`src/rtl/lru_pkg.sv`:
```
package lru_pkg;

    typedef enum logic [1:0] {
        EVT_NONE = 2'd0,
        EVT_HIT  = 2'd1,
        EVT_FILL = 2'd2,
        EVT_INV  = 2'd3
    } evt_kind_e;

endpackage

```
`src/rtl/lru_age_update.sv`:
```
module lru_age_update
    import lru_pkg::*;
#(
    parameter int NUM_WAYS = 4,
    parameter int USTATES  = 4,
    localparam int AGE_W   = $clog2(USTATES),
    localparam int WAY_W   = $clog2(NUM_WAYS)
) (
    input  evt_kind_e                          kind,
    input  logic [WAY_W-1:0]                   way,
    input  logic [NUM_WAYS-1:0][AGE_W-1:0]     age_i,
    output logic [NUM_WAYS-1:0][AGE_W-1:0]     age_o
);

    localparam logic [AGE_W-1:0] AGE_MAX = AGE_W'(USTATES - 1);

    logic [AGE_W-1:0] ref_age;

    always_comb begin
        ref_age = age_i[way];
        for (int i = 0; i < NUM_WAYS; i++) begin
            age_o[i] = age_i[i];
            unique case (kind)
                EVT_HIT: begin
                    if (WAY_W'(i) == way)
                        age_o[i] = AGE_MAX;
                    else if (age_i[i] > ref_age)
                        age_o[i] = age_i[i] - 1'b1;
                end
                EVT_FILL: begin
                    if (WAY_W'(i) == way)
                        age_o[i] = AGE_MAX;
                    else if (age_i[i] != '0)
                        age_o[i] = age_i[i] - 1'b1;
                end
                EVT_INV: begin
                    if (WAY_W'(i) == way)
                        age_o[i] = '0;
                end
                default: ;
            endcase
        end
    end

endmodule

```
`src/rtl/lru_victim_sel.sv`:
```
module lru_victim_sel #(
    parameter int NUM_WAYS = 4,
    parameter int USTATES  = 4,
    localparam int AGE_W   = $clog2(USTATES),
    localparam int WAY_W   = $clog2(NUM_WAYS)
) (
    input  logic [NUM_WAYS-1:0][AGE_W-1:0] age_i,
    output logic [WAY_W-1:0]               victim
);

    localparam logic [AGE_W-1:0] AGE_MAX = AGE_W'(USTATES - 1);

    logic [AGE_W-1:0] min_age;

    // strict compare keeps the lowest index on ties; default way 0
    always_comb begin
        min_age = AGE_MAX;
        victim  = '0;
        for (int i = 0; i < NUM_WAYS; i++) begin
            if (age_i[i] < min_age) begin
                min_age = age_i[i];
                victim  = WAY_W'(i);
            end
        end
    end

endmodule

```
`src/rtl/lru_sat_repl.sv`:
```
module lru_sat_repl
    import lru_pkg::*;
#(
    parameter int NUM_SETS = 16,
    parameter int NUM_WAYS = 4,
    parameter int USTATES  = 4,
    localparam int AGE_W   = $clog2(USTATES),
    localparam int WAY_W   = $clog2(NUM_WAYS),
    localparam int SET_W   = $clog2(NUM_SETS)
) (
    input  logic                      clk,
    input  logic                      rst_n,
    input  logic                      hit_en,
    input  logic                      fill_en,
    input  logic                      inv_en,
    input  logic [SET_W-1:0]          evt_set,
    input  logic [WAY_W-1:0]          evt_way,
    input  logic [SET_W-1:0]          query_set,
    output logic [WAY_W-1:0]          victim_way,
    output logic [NUM_WAYS*AGE_W-1:0] set_ages
);

    localparam logic [AGE_W-1:0] AGE_MAX = AGE_W'(USTATES - 1);

    typedef struct packed {
        logic [NUM_SETS-1:0][NUM_WAYS-1:0][AGE_W-1:0] age;
    } state_t;

    state_t    state_d, state_q;
    evt_kind_e kind;
    logic [NUM_WAYS-1:0][AGE_W-1:0] evt_row, upd_row, q_row;

    // fill > hit > invalidate when the protocol is broken
    always_comb begin
        if (fill_en)     kind = EVT_FILL;
        else if (hit_en) kind = EVT_HIT;
        else if (inv_en) kind = EVT_INV;
        else             kind = EVT_NONE;
    end

    assign evt_row = state_q.age[evt_set];
    assign q_row   = state_q.age[query_set];

    lru_age_update #(.NUM_WAYS(NUM_WAYS), .USTATES(USTATES)) u_update (
        .kind  (kind),
        .way   (evt_way),
        .age_i (evt_row),
        .age_o (upd_row)
    );

    lru_victim_sel #(.NUM_WAYS(NUM_WAYS), .USTATES(USTATES)) u_victim (
        .age_i  (q_row),
        .victim (victim_way)
    );

    always_comb begin
        state_d = state_q;
        if (kind != EVT_NONE)
            state_d.age[evt_set] = upd_row;
    end

    always_ff @(posedge clk or negedge rst_n) begin
        if (!rst_n) state_q <= '0;
        else        state_q <= state_d;
    end

    assign set_ages = q_row;

    // ---------------- assertions ----------------
    AST_ONE_EVENT: assert property (@(posedge clk) disable iff (!rst_n)
        $countones({hit_en, fill_en, inv_en}) <= 1);

    AST_IDLE_HOLD: assert property (@(posedge clk) disable iff (!rst_n)
        !(hit_en || fill_en || inv_en) |=> $stable(state_q));

    AST_FILL_MAX: assert property (@(posedge clk) disable iff (!rst_n)
        fill_en |=> state_q.age[$past(evt_set)][$past(evt_way)] == AGE_MAX);

    AST_HIT_MAX: assert property (@(posedge clk) disable iff (!rst_n)
        (hit_en && !fill_en) |=> state_q.age[$past(evt_set)][$past(evt_way)] == AGE_MAX);

    AST_INV_ZERO: assert property (@(posedge clk) disable iff (!rst_n)
        (inv_en && !hit_en && !fill_en) |=> state_q.age[$past(evt_set)][$past(evt_way)] == '0);

    for (genvar gi = 0; gi < NUM_WAYS; gi++) begin : g_chk
        AST_AGE_RANGE: assert property (@(posedge clk) disable iff (!rst_n)
            q_row[gi] <= AGE_MAX);
        AST_VICTIM_MIN: assert property (@(posedge clk) disable iff (!rst_n)
            q_row[victim_way] <= q_row[gi]);
        AST_VICTIM_TIE: assert property (@(posedge clk) disable iff (!rst_n)
            (q_row[gi] == q_row[victim_way] && q_row[gi] != AGE_MAX)
                |-> (WAY_W'(gi) >= victim_way));
    end

endmodule

```
`config.mk`:
```
export PLATFORM = sky130hd
export DESIGN_NAME = lru_sat_repl
export DESIGN_NICKNAME = d
export VERILOG_FILES = /design/src/rtl/lru_pkg.sv /design/src/rtl/lru_age_update.sv /design/src/rtl/lru_victim_sel.sv /design/src/rtl/lru_sat_repl.sv
export SDC_FILE = /design/constraint.sdc
export NUM_CORES = 1
export LEC_CHECK = 0
export ABC_AREA = 0
export BUFFER_PORTS_ARGS = -buffer_cell sky130_fd_sc_hd__buf_4
export CORE_MARGIN = 4
export CORE_UTILIZATION = 45
export CTS_CLUSTER_DIAMETER = 120
export DETAILED_ROUTE_END_ITERATION = 16
export GPL_TIMING_DRIVEN = 0
export PLACE_DENSITY = 0.62
export SETUP_SLACK_MARGIN = 0.1
export SYNTH_ARGS = -nofsm -noshare
export SYNTH_HDL_FRONTEND = slang
export SYNTH_HIERARCHICAL = 1
export SYNTH_SLANG_ARGS = --single-unit
export TNS_END_PERCENT = 10
```
`constraint.sdc`:
```
create_clock -name clk -period 4.1 [get_ports clk]
set_clock_uncertainty 0.15 [all_clocks]
set_input_delay 0.615 -clock clk [delete_from_list [all_inputs] [get_ports clk]]
set_output_delay 0.615 -clock clk [all_outputs]
set_load 0.01 [all_outputs]
```
---- Word level (Yosys, flattened, before mapping) ----
Cells that the tools add are included.
cells by class
  $add $sub $neg .......................... 4
  magnitude comparators ................... 12
  eq/ne operators ......................... 6
  muxes and demuxes ....................... 42
  reductions and logical operators ........ 7
operators with widths
  operator                                                           number
  bitwise mux 128 bit                                                1
  binary-select mux 8 bit (select 4 bit)                             2
  2-to-1 mux 2 bit                                                   29
  demux 8 bit (select 4 bit)                                         1
  2-to-1 mux 8 bit                                                   3
  case mux 2 bit (3 select lines)                                    4
  < comparator 4 x 5 -> 1 bit, second input constant                 2
  nonzero test 2 bit                                                 5
  greater-than comparator 2 bit                                      4
  subtractor 2 x 1 -> 2 bit, second input constant                   4
  < comparator 2 bit                                                 3
  binary-select mux 2 bit (select 2 bit)                             1
  == test 2 bit, first input constant                                2
  == test 2 bit, second input constant                               2
  greater-or-equal comparator 4 x 1 -> 1 bit, second input constant  1
  < comparator 2 x 3 -> 1 bit, second input constant                 1
  == test 1 x 2 -> 1 bit, first input constant                       1
  == test 2 x 1 -> 1 bit, second input constant                      1
  logical NOT 2 bit                                                  1
  < comparator 2 bit, second input constant                          1
  logical AND 1 bit                                                  1
  2-to-1 mux 1 bit                                                   1
storage, ports and cells
  flip-flop bits (word level) ............. 128
  bits of input ports ..................... 15
  output and inout port bits .............. 10
  word-level logic and storage cells ...... 135

---- Longest topological paths before layout ----
Gate-level depths: netlist of the first run.
  word-level depth ........................ 10
  depth in mapped cells ................... 15
  gate-level depth less buffers ........... 11

---- Cells and area by module ----
Netlist of the first run, hierarchy kept.
modules (own cells, without submodules)
  module          instances  cells an instance  area each (um2)
  lru_sat_repl    1          437                6915.4
  lru_age_update  1          97                 690.7
  lru_victim_sel  1          25                 168.9

---- Worst setup path after synthesis of the first run ----
Ideal clock, no wire load.
  path kind ............................... input -> register
  start point ............................. input port evt_set[0]
  end point ............................... register state_q[31] in the netlist's numbering
  library setup time ...................... 0.125 ns
  data arrival time ....................... 3.961 ns
  required time ........................... 3.825 ns
  slack ................................... -0.135 ns
  cell stages on the path ................. 13
  buffers on the path ..................... 3
  cell sequence ........................... buf_2 > buf_2 > mux4_2 > a22oi_1 > nand2_1 > mux4_2 > inv_1 > ha_1 > a221oi_2 > a21oi_1 > a221o_1 > clkbuf_1 > mux2_2
RTL lines
  item                    RTL line            text
  start: declaration      lru_sat_repl.sv:16  input logic [SET_W-1:0] evt_set,
  end signal: assignment  lru_sat_repl.sv:64  else state_q <= state_d;
  end: declaration        lru_sat_repl.sv:29  state_t state_d, state_q;

==> results of run 1 <==
[Yosys cell counts]
library cell / count / area [um^2]
nand4_1: 3 / 18.8
nor3_4: 2 / 32.5
nand2_1: 32 / 120
mux2_2: 128 / 1440
buf_2: 13 / 65.1
inv_1: 13 / 48.8
o22a_1: 2 / 17.5
o311ai_1: 1 / 8.76
o211ai_1: 3 / 22.5
clkbuf_1: 16 / 60.1
nor3_2: 3 / 30.0
o21bai_1: 1 / 7.51
buf_4: 4 / 30.0
mux2i_1: 3 / 30.0
or2_0: 1 / 6.26
a21bo_2: 1 / 10.0
a22oi_1: 32 / 240
a21boi_0: 2 / 15.0
nand2b_1: 9 / 56.3
nor2b_1: 11 / 68.8
nor4b_4: 4 / 95.1
a21oi_1: 6 / 30.0
a221oi_2: 1 / 15.0
a221o_1: 1 / 10.0
ha_1: 21 / 263
o21a_1: 1 / 7.51
and2_1: 2 / 12.5
nor2_1: 14 / 52.6
nand3_1: 3 / 15.0
buf_1: 5 / 18.8
o21ai_0: 10 / 50.1
buf_6: 1 / 11.3
dfrtp_1: 128 / 3200
nor4_4: 4 / 85.1
nor2b_4: 1 / 13.8
mux4_2: 66 / 1490
a21o_1: 1 / 7.51
nor2_2: 4 / 25.0
o22ai_1: 5 / 31.3
o31ai_2: 1 / 12.5
[timing repair]
item | 4_1_cts | 5_1_grt
pin swaps | 10 | 11
buffers inserted | 9 | 17
endpoints found under the hold margin | 0 | 0
gates resized for setup | 56 | 18
setup endpoints to repair | 124 | 94
[routing by layer]
layer | part of all wire | wire length [um] | track usage
met1 | 0.41 | 8900 | 0.296
met4 | 0.048 | 1030 | 0.114
met3 | 0.053 | 1150 | 0.0487
met5 | 0 | 0 | 0
met2 | 0.49 | 10500 | 0.365
[where the power goes]
group / total, mW / switching, mW / internal [mW]
clock network: 1.53 / 0.553 / 0.981
registers: 2.15 / 0.372 / 1.78
logic: 2.36 / 1.05 / 1.31
total: 6.05 / 1.97 / 4.08
[logic make-up (layout without fill, tap and decap cells)]
group / Yosys count / count (layout) / synth area share
buffers and inverters: 52 / 129 / 0.0301
AO/OA/AOI/OAI: 68 / 68 / 0.0624
multiplexers: 197 / 197 / 0.380
AND/OR/NAND/NOR: 93 / 93 / 0.0813
adder cells (fa/ha/maj): 21 / 21 / 0.0338
flip-flops: 128 / 128 / 0.412
[worst register-to-register path, delay by kind of cell (launching register included)]
family	cells	cell delay, ns
adder cells (fa/ha/maj)	1	0.35
multiplexers	3	1.32
flip-flops	1	0.40
buffers and inverters	1	0.21
AND/OR/NAND/NOR	1	0.17
AO/OA/AOI/OAI	4	1.06
[metrics by stage]
stage,power [mW],instance area (um^2),cells,hold WS (ns)
floorplan,3.62,7830,559,0.169
global placement,4.12,8250,798,0.351
detailed placement,4.27,8280,799,0.363
CTS,5.94,9140,839,0.0373
global route,6.37,9320,856,0.0577
finish,6.05,9320,856,0.0191
[path summary, 6_finish.rpt]
path / cells past startpoint / slack, ns / start / to
max: 13 / 0.15 / evt_set[1] / state_q[79]
min: 1 / 0.02 / rst_n / state_q[93]
max reg2reg: 10 / 0.30 / state_q[28] / state_q[79]
min reg2reg: 1 / 0.38 / state_q[1] / state_q[1]
max in group asynchronous: 2 / 3.04 / rst_n / state_q[40]
min in group clk: 1 / 0.38 / state_q[1] / state_q[1]
[area by class of cell]
type                            instances  area (um^2)
Clock inverter                         10          136
Fill cell                            1339         7440
Inverter                               13         48.8
Clock buffer                           21          460
Multi-Input combinational cell        379         4450
Buffer                                 39          364
Sequential cell                       128         3200
Tap cell                              220          275
Timing Repair Buffer                   46          382
==> qor.csv, run 1 <==
stage,metric,value,unit
status,status,"complete, no violations",
sta,Final Setup Violations,0,
critical_path,Worst Path Buf+Inv,4,
finish,Layout Nets,660,
finish,fraction of layout cells with a size suffix above 1,0.541,
critical_path,"Slowest-stage cell, CP",mux4_2,
logic_synthesis,post-synthesis register bit count,128,
sta,fin. max-slew vios,0,
critical_path,Critical Path Source Type,input pin,
global_routing,initial antenna violation count,0,
cts,Clock Tree Root,clkbuf_16,
detailed_routing,DRT iter0 DRCs,406,
sta,RSZ-0062 raised after global routing,yes,
finish,ant diodes,0,
flow_run,Max Cap Violations,0,
cts,H-Tree Depth,4,
hold_path,worst min path class,input pin to async pin,
power_and_ir_drop,Peak VDD IR,0.297,mV
detailed_routing,final WL,21.6,mm
floorplanning,die area,0.0194,mm^2
sta,fin crit share,0.962,
global_routing,vias in the first global route,5598,
finish,Syn-to-layout area delta,19.9,%
sta,fmax,0.253,GHz
placement,DP Worst Slack,-0.850,ns
detailed_routing,routed length per instance,25.3,um
finish,Finished Core Util,0.556,
logic_synthesis,Post-Syn Area,0.00777,mm^2
sta,Final Hold Vio Count,0,
sta,minimum period implied by the final worst setup slack,3.95,ns
floorplanning,die outline height,139,um
cts,Worst-Skew Late Latency,0.42,ns
floorplanning,# rows,47,
floorplanning,die width,139,um
detailed_routing,routed vias/inst,6.28,
critical_path,"critical path fanouts, max",10,
finish,max reg flops,128,
sta,Final Worst Setup Slack,0.154,ns
floorplanning,# IOs,25,
critical_path,WP data arrival,4.10,ns
logic_synthesis,Mapped Nets,595,
logic_synthesis,Netlist cell types,40,
cts,clock-pin slew on the worst setup and hold paths,0.05,ns
finish,Biggest register,state_q,
cts,CTS tree,built,
cts,CTS Sinks,128,
cts,cts hold-fix bufs,0,
placement,# port buffers,19,
finish,Top Registers,state_q (128),
cts,clock buffer depth,2,
cts,cts bufs inserted,17,
logic_synthesis,syn_area_per_cell,13.9,um^2
global_routing,first-pass GRT wire length,33.2,mm
floorplanning,Starting Density,0.464,
critical_path,"Cell Chain, Critical Path",buf_4 > buf_12 > buf_8 > mux4_2 > a22oi_2 > nand2_1 > mux4_2 > ha_1 > a221oi_4 > a21oi_1 > a221o_1 > clkbuf_4 > mux2_2,
detailed_routing,TritonRoute pass-1 iters,6,
critical_path,Critical Setup Path Class,input pin to flip-flop,
logic_synthesis,Gate Count Post-Synth,559,
detailed_routing,ANT nets after route,0,
placement,Post-DP HPWL,14.6,mm
sta,max_slew headroom,0.300,
floorplanning,core area,0.0168,mm^2
placement,GP Congestion,0.836,
global_routing,pin count of the biggest net entering global routing,70,
detailed_routing,drt drc,0,
finish,most frequent cells in the layout,"mux2_2 (128), dfrtp_1 (128), mux4_2 (66), buf_4 (49)",
critical_path,Most common cell on crit path,mux4_2,
sta,Slew @ Worst Pin,1.05,ns
critical_path,largest stage delay on the critical path,0.56,ns
power_and_ir_drop,PwrDens,649,mW/mm^2
global_routing,Total GRT Usage,0.228,
sta,TNS Setup,0,ns
logic_synthesis,sequential-to-total area share from yosys stat,0.412,
logic_synthesis,YS warnings,6,
detailed_routing,vias post-DR,5373,
critical_path,WP data required,4.25,ns
power_and_ir_drop,leak pwr,4.02,nW
critical_path,Crit. End Element,flip-flop,
critical_path,Worst path top cell family by delay,multiplexers,
global_routing,total grt overflow,0,
Power figures use the tool's default switching activity.
==> inputs of run 2 (changes only) <==
--- a/config.mk
+++ b/config.mk
@@ -16,6 +16,5 @@
 export SETUP_SLACK_MARGIN = 0.1
 export SYNTH_ARGS = -nofsm -noshare
 export SYNTH_HDL_FRONTEND = slang
-export SYNTH_HIERARCHICAL = 1
 export SYNTH_SLANG_ARGS = --single-unit
 export TNS_END_PERCENT = 10
==> run 2 against run 1 <==
Against the previous run:
- the run now ends with hold timing, setup timing left
- clock-buffer cell count increased by 3
- core utilization rose by 2.0 points
- power increased by 22%
- critical path type is now input pin to output port
- critical endpoint is now victim_way[0]
- largest cell class unchanged
==> qor.csv, run 2 <==
stage,metric,value,unit
status,status,"finished, violations left",
status,failing checks,"hold timing, setup timing",
global_routing,first-pass GRT wire length,34.6,mm
critical_path,Worst path top cell family by delay,multiplexers,
critical_path,largest stage delay on the critical path,0.55,ns
floorplanning,die width,138,um
critical_path,"critical path fanouts, max",5,
detailed_routing,ANT nets after route,0,
cts,CTS Sinks,128,
logic_synthesis,Gate Count Post-Synth,619,
sta,Slew @ Worst Pin,0.789,ns
power_and_ir_drop,Sw Ratio,0.366,
power_and_ir_drop,Reg power frac,0.307,
detailed_routing,final WL,22.6,mm
global_routing,vias in the first global route,6021,
critical_path,WP data arrival,3.41,ns
finish,max reg flops,128,
flow_run,Max Cap Violations,0,
floorplanning,# rows,47,
critical_path,Crit. End Element,output port,
finish,fillers,1336,
finish,Syn-to-layout area delta,25.5,%
cts,clock-pin slew on the worst setup and hold paths,0.05,ns
power_and_ir_drop,PwrDens,772,mW/mm^2
finish,Layout Nets,744,
cts,cts bufs inserted,17,
floorplanning,die area,0.0191,mm^2
logic_synthesis,sequential-to-total area share from yosys stat,0.420,
critical_path,WP data required,3.34,ns
finish,Biggest register,state_q,
global_routing,initial antenna violation count,1,
global_routing,Total GRT Usage,0.236,
global_routing,total grt overflow,0,
sta,hold slack final,-0.0120,ns
finish,Top Registers,state_q (128),
logic_synthesis,top post-synthesis cells by area,"dfrtp_1 (42%), mux4_2 (19%), nor2_1 (5.5%)",
hold_path,worst min path class,input pin to async pin,
power_and_ir_drop,combinational power share,0.492,
detailed_routing,vias post-DR,5810,
logic_synthesis,commonest register cell after synthesis,dfrtp_1,
placement,GP Congestion,0.859,
logic_synthesis,YS warnings,0,
sta,Final Worst Setup Slack,-0.0798,ns
detailed_routing,DRT iter0 DRCs,756,
logic_synthesis,Mapped Nets,655,
placement,Post-DP HPWL,15.2,mm
sta,minimum period implied by the final worst setup slack,4.18,ns
placement,dpl cells,860,
power_and_ir_drop,sw power,2.70,mW
finish,Finished Core Util,0.576,
cts,cts hold-fix bufs,0,
power_and_ir_drop,Int Pwr,4.68,mW
detailed_routing,routed length per instance,24.1,um
logic_synthesis,syn_area_per_cell,12.3,um^2
detailed_routing,routed vias/inst,6.19,
logic_synthesis,post-synthesis register bit count,128,
sta,TNS Setup,-0.133,ns
cts,H-Tree Depth,4,
power_and_ir_drop,Peak VDD IR,0.366,mV
global_routing,pin count of the biggest net entering global routing,77,
cts,CTS tree,built,
sta,fin crit share,1.02,
floorplanning,# IOs,25,
sta,Final Hold Vio Count,10,
logic_synthesis,Post-Syn Area,0.00762,mm^2
logic_synthesis,most common cell in the netlist,dfrtp_1,
logic_synthesis,Yosys top cell by area,dfrtp_1,
power_and_ir_drop,Total Power,7.37,mW
logic_synthesis,Netlist cell types,47,
power_and_ir_drop,clock power share,0.201,
placement,DP Worst Slack,-1.05,ns
cts,clock buffer depth,2,
floorplanning,die outline height,138,um
sta,fmax,0.239,GHz
finish,"commonest non-fill, non-tap cell in the layout",dfrtp_1,
logic_synthesis,Synth top cells by count,"dfrtp_1 (128), nor2_1 (112), a21oi_1 (66), mux4_2 (64), mux2_2 (32)",
sta,max_slew headroom,0.473,
logic_synthesis,Post-synth EDFFs,0,
floorplanning,Starting Density,0.459,
placement,# port buffers,20,
cts,Clock Tree Root,clkbuf_16,
logic_synthesis,Async SR Flop Fraction,1.00,
cts,Worst-Skew Late Latency,0.43,ns
finish,ant diodes,0,
finish,most frequent cells in the layout,"dfrtp_1 (128), nor2_1 (111), mux4_2 (67), a21oi_1 (62), buf_4 (58)",
sta,Final Setup Violations,2,
finish,final non-filler cell total,939,
critical_path,"Cell Chain, Critical Path",buf_12 > buf_12 > buf_12 > mux4_2 > mux4_2 > ha_4 > ha_4 > inv_2 > ha_4 > nand2_2 > nor2_2 > a211o_1 > o22ai_1 > a32o_2 > buf_6,
power_and_ir_drop,leak pwr,3.86,nW
sta,fin. max-slew vios,0,
critical_path,Worst Path Buf+Inv,5,
critical_path,Critical Setup Path Class,input pin to output port,
finish,fraction of layout cells with a size suffix above 1,0.408,
logic_synthesis,post-synth top area share,0.420,
critical_path,"Slowest-stage cell, CP",mux4_2,
floorplanning,core area,0.0166,mm^2
critical_path,Critical Path Source Type,input pin,
detailed_routing,TritonRoute pass-1 iters,5,
sta,RSZ-0062 raised after global routing,yes,
detailed_routing,drt drc,0,
-- run 2: changes by cell type in the layout (fill, tap and decap cells not counted), sizes merged, moves of 21 or more --
| cell | change |
|---|---|
| buf | +21 |
| nor2 | +94 |
| mux2 | -96 |
| a22oi | -31 |
| a21oi | +93 |
-- run 2: layer usage --
layer	routed length, um	vias to the layer above	track usage
li1	-	2493	-
met1	8790	2962	0.311
met2	11100	291	0.380
met3	1930	62	0.0556
met4	745	2	0.0962
met5	13	-	0
-- run 2: layout make-up --
| class | count | area [um^2] | area share |
|---|---|---|---|
| Sequential cell | 128 | 3200 | 0.335 |
| Buffer | 45 | 412 | 0.0431 |
| Inverter | 10 | 40.0 | 0.00419 |
| Clock inverter | 6 | 82.6 | 0.00864 |
| Clock buffer | 24 | 482 | 0.0504 |
| Timing Repair Buffer | 72 | 648 | 0.0678 |
| Tap cell | 220 | 275 | 0.0288 |
| Multi-Input combinational cell | 434 | 4410 | 0.462 |
-- run 2: power by group through the flow --
stage | clock network [mW] | logic, mW | registers, mW
floorplan | 0 | 2.17 | 2.09
global placement | 0 | 2.77 | 2.19
detailed placement | 0 | 2.88 | 2.24
CTS | 1.48 | 3.25 | 2.23
global route | 1.54 | 3.88 | 2.32
finish | 1.48 | 3.63 | 2.26
-- run 2: logic make-up (layout without fill, tap and decap cells) --
| kind of cell | after synthesis | after routing | share of synthesized area |
|---|---|---|---|
| compound gates | 135 | 135 | 0.118 |
| mux | 114 | 114 | 0.292 |
| simple gates | 164 | 164 | 0.0941 |
| fa+ha+maj | 21 | 21 | 0.0345 |
| buf+inv | 57 | 157 | 0.0407 |
| flops | 128 | 128 | 0.420 |
-- run 2: path summary, 6_finish.rpt --
| check | startpoint | endpoint | slack [ns] | cells past startpoint |
|---|---|---|---|---|
| min | rst_n | state_q[112] | -0.01 | 1 |
| max reg2reg | state_q[104] | state_q[100] | 0.19 | 12 |
| max in group asynchronous | rst_n | state_q[31] | 3.07 | 2 |
| max | query_set[0] | victim_way[0] | -0.08 | 15 |
| min reg2reg | state_q[64] | state_q[64] | 0.38 | 1 |
| min in group clk | state_q[64] | state_q[64] | 0.38 | 1 |
-- run 2: timing repair --
action / 4_1_cts / 5_1_grt
endpoints found under the setup margin: 130 / 114
pin swaps: 14 / 15
resized for setup: 40 / 46
setup buffers: 36 / 11
cloned: 2 / 2
-- run 2: through the flow --
stage | area (um^2) | hold slack, ns
final | 9560 | -0.0120
after global routing | 9560 | 0.0314
after CTS | 9330 | 0.00421
after detailed placement | 8250 | 0.361
after global placement | 8220 | 0.352
after floorplan | 7790 | 0.169
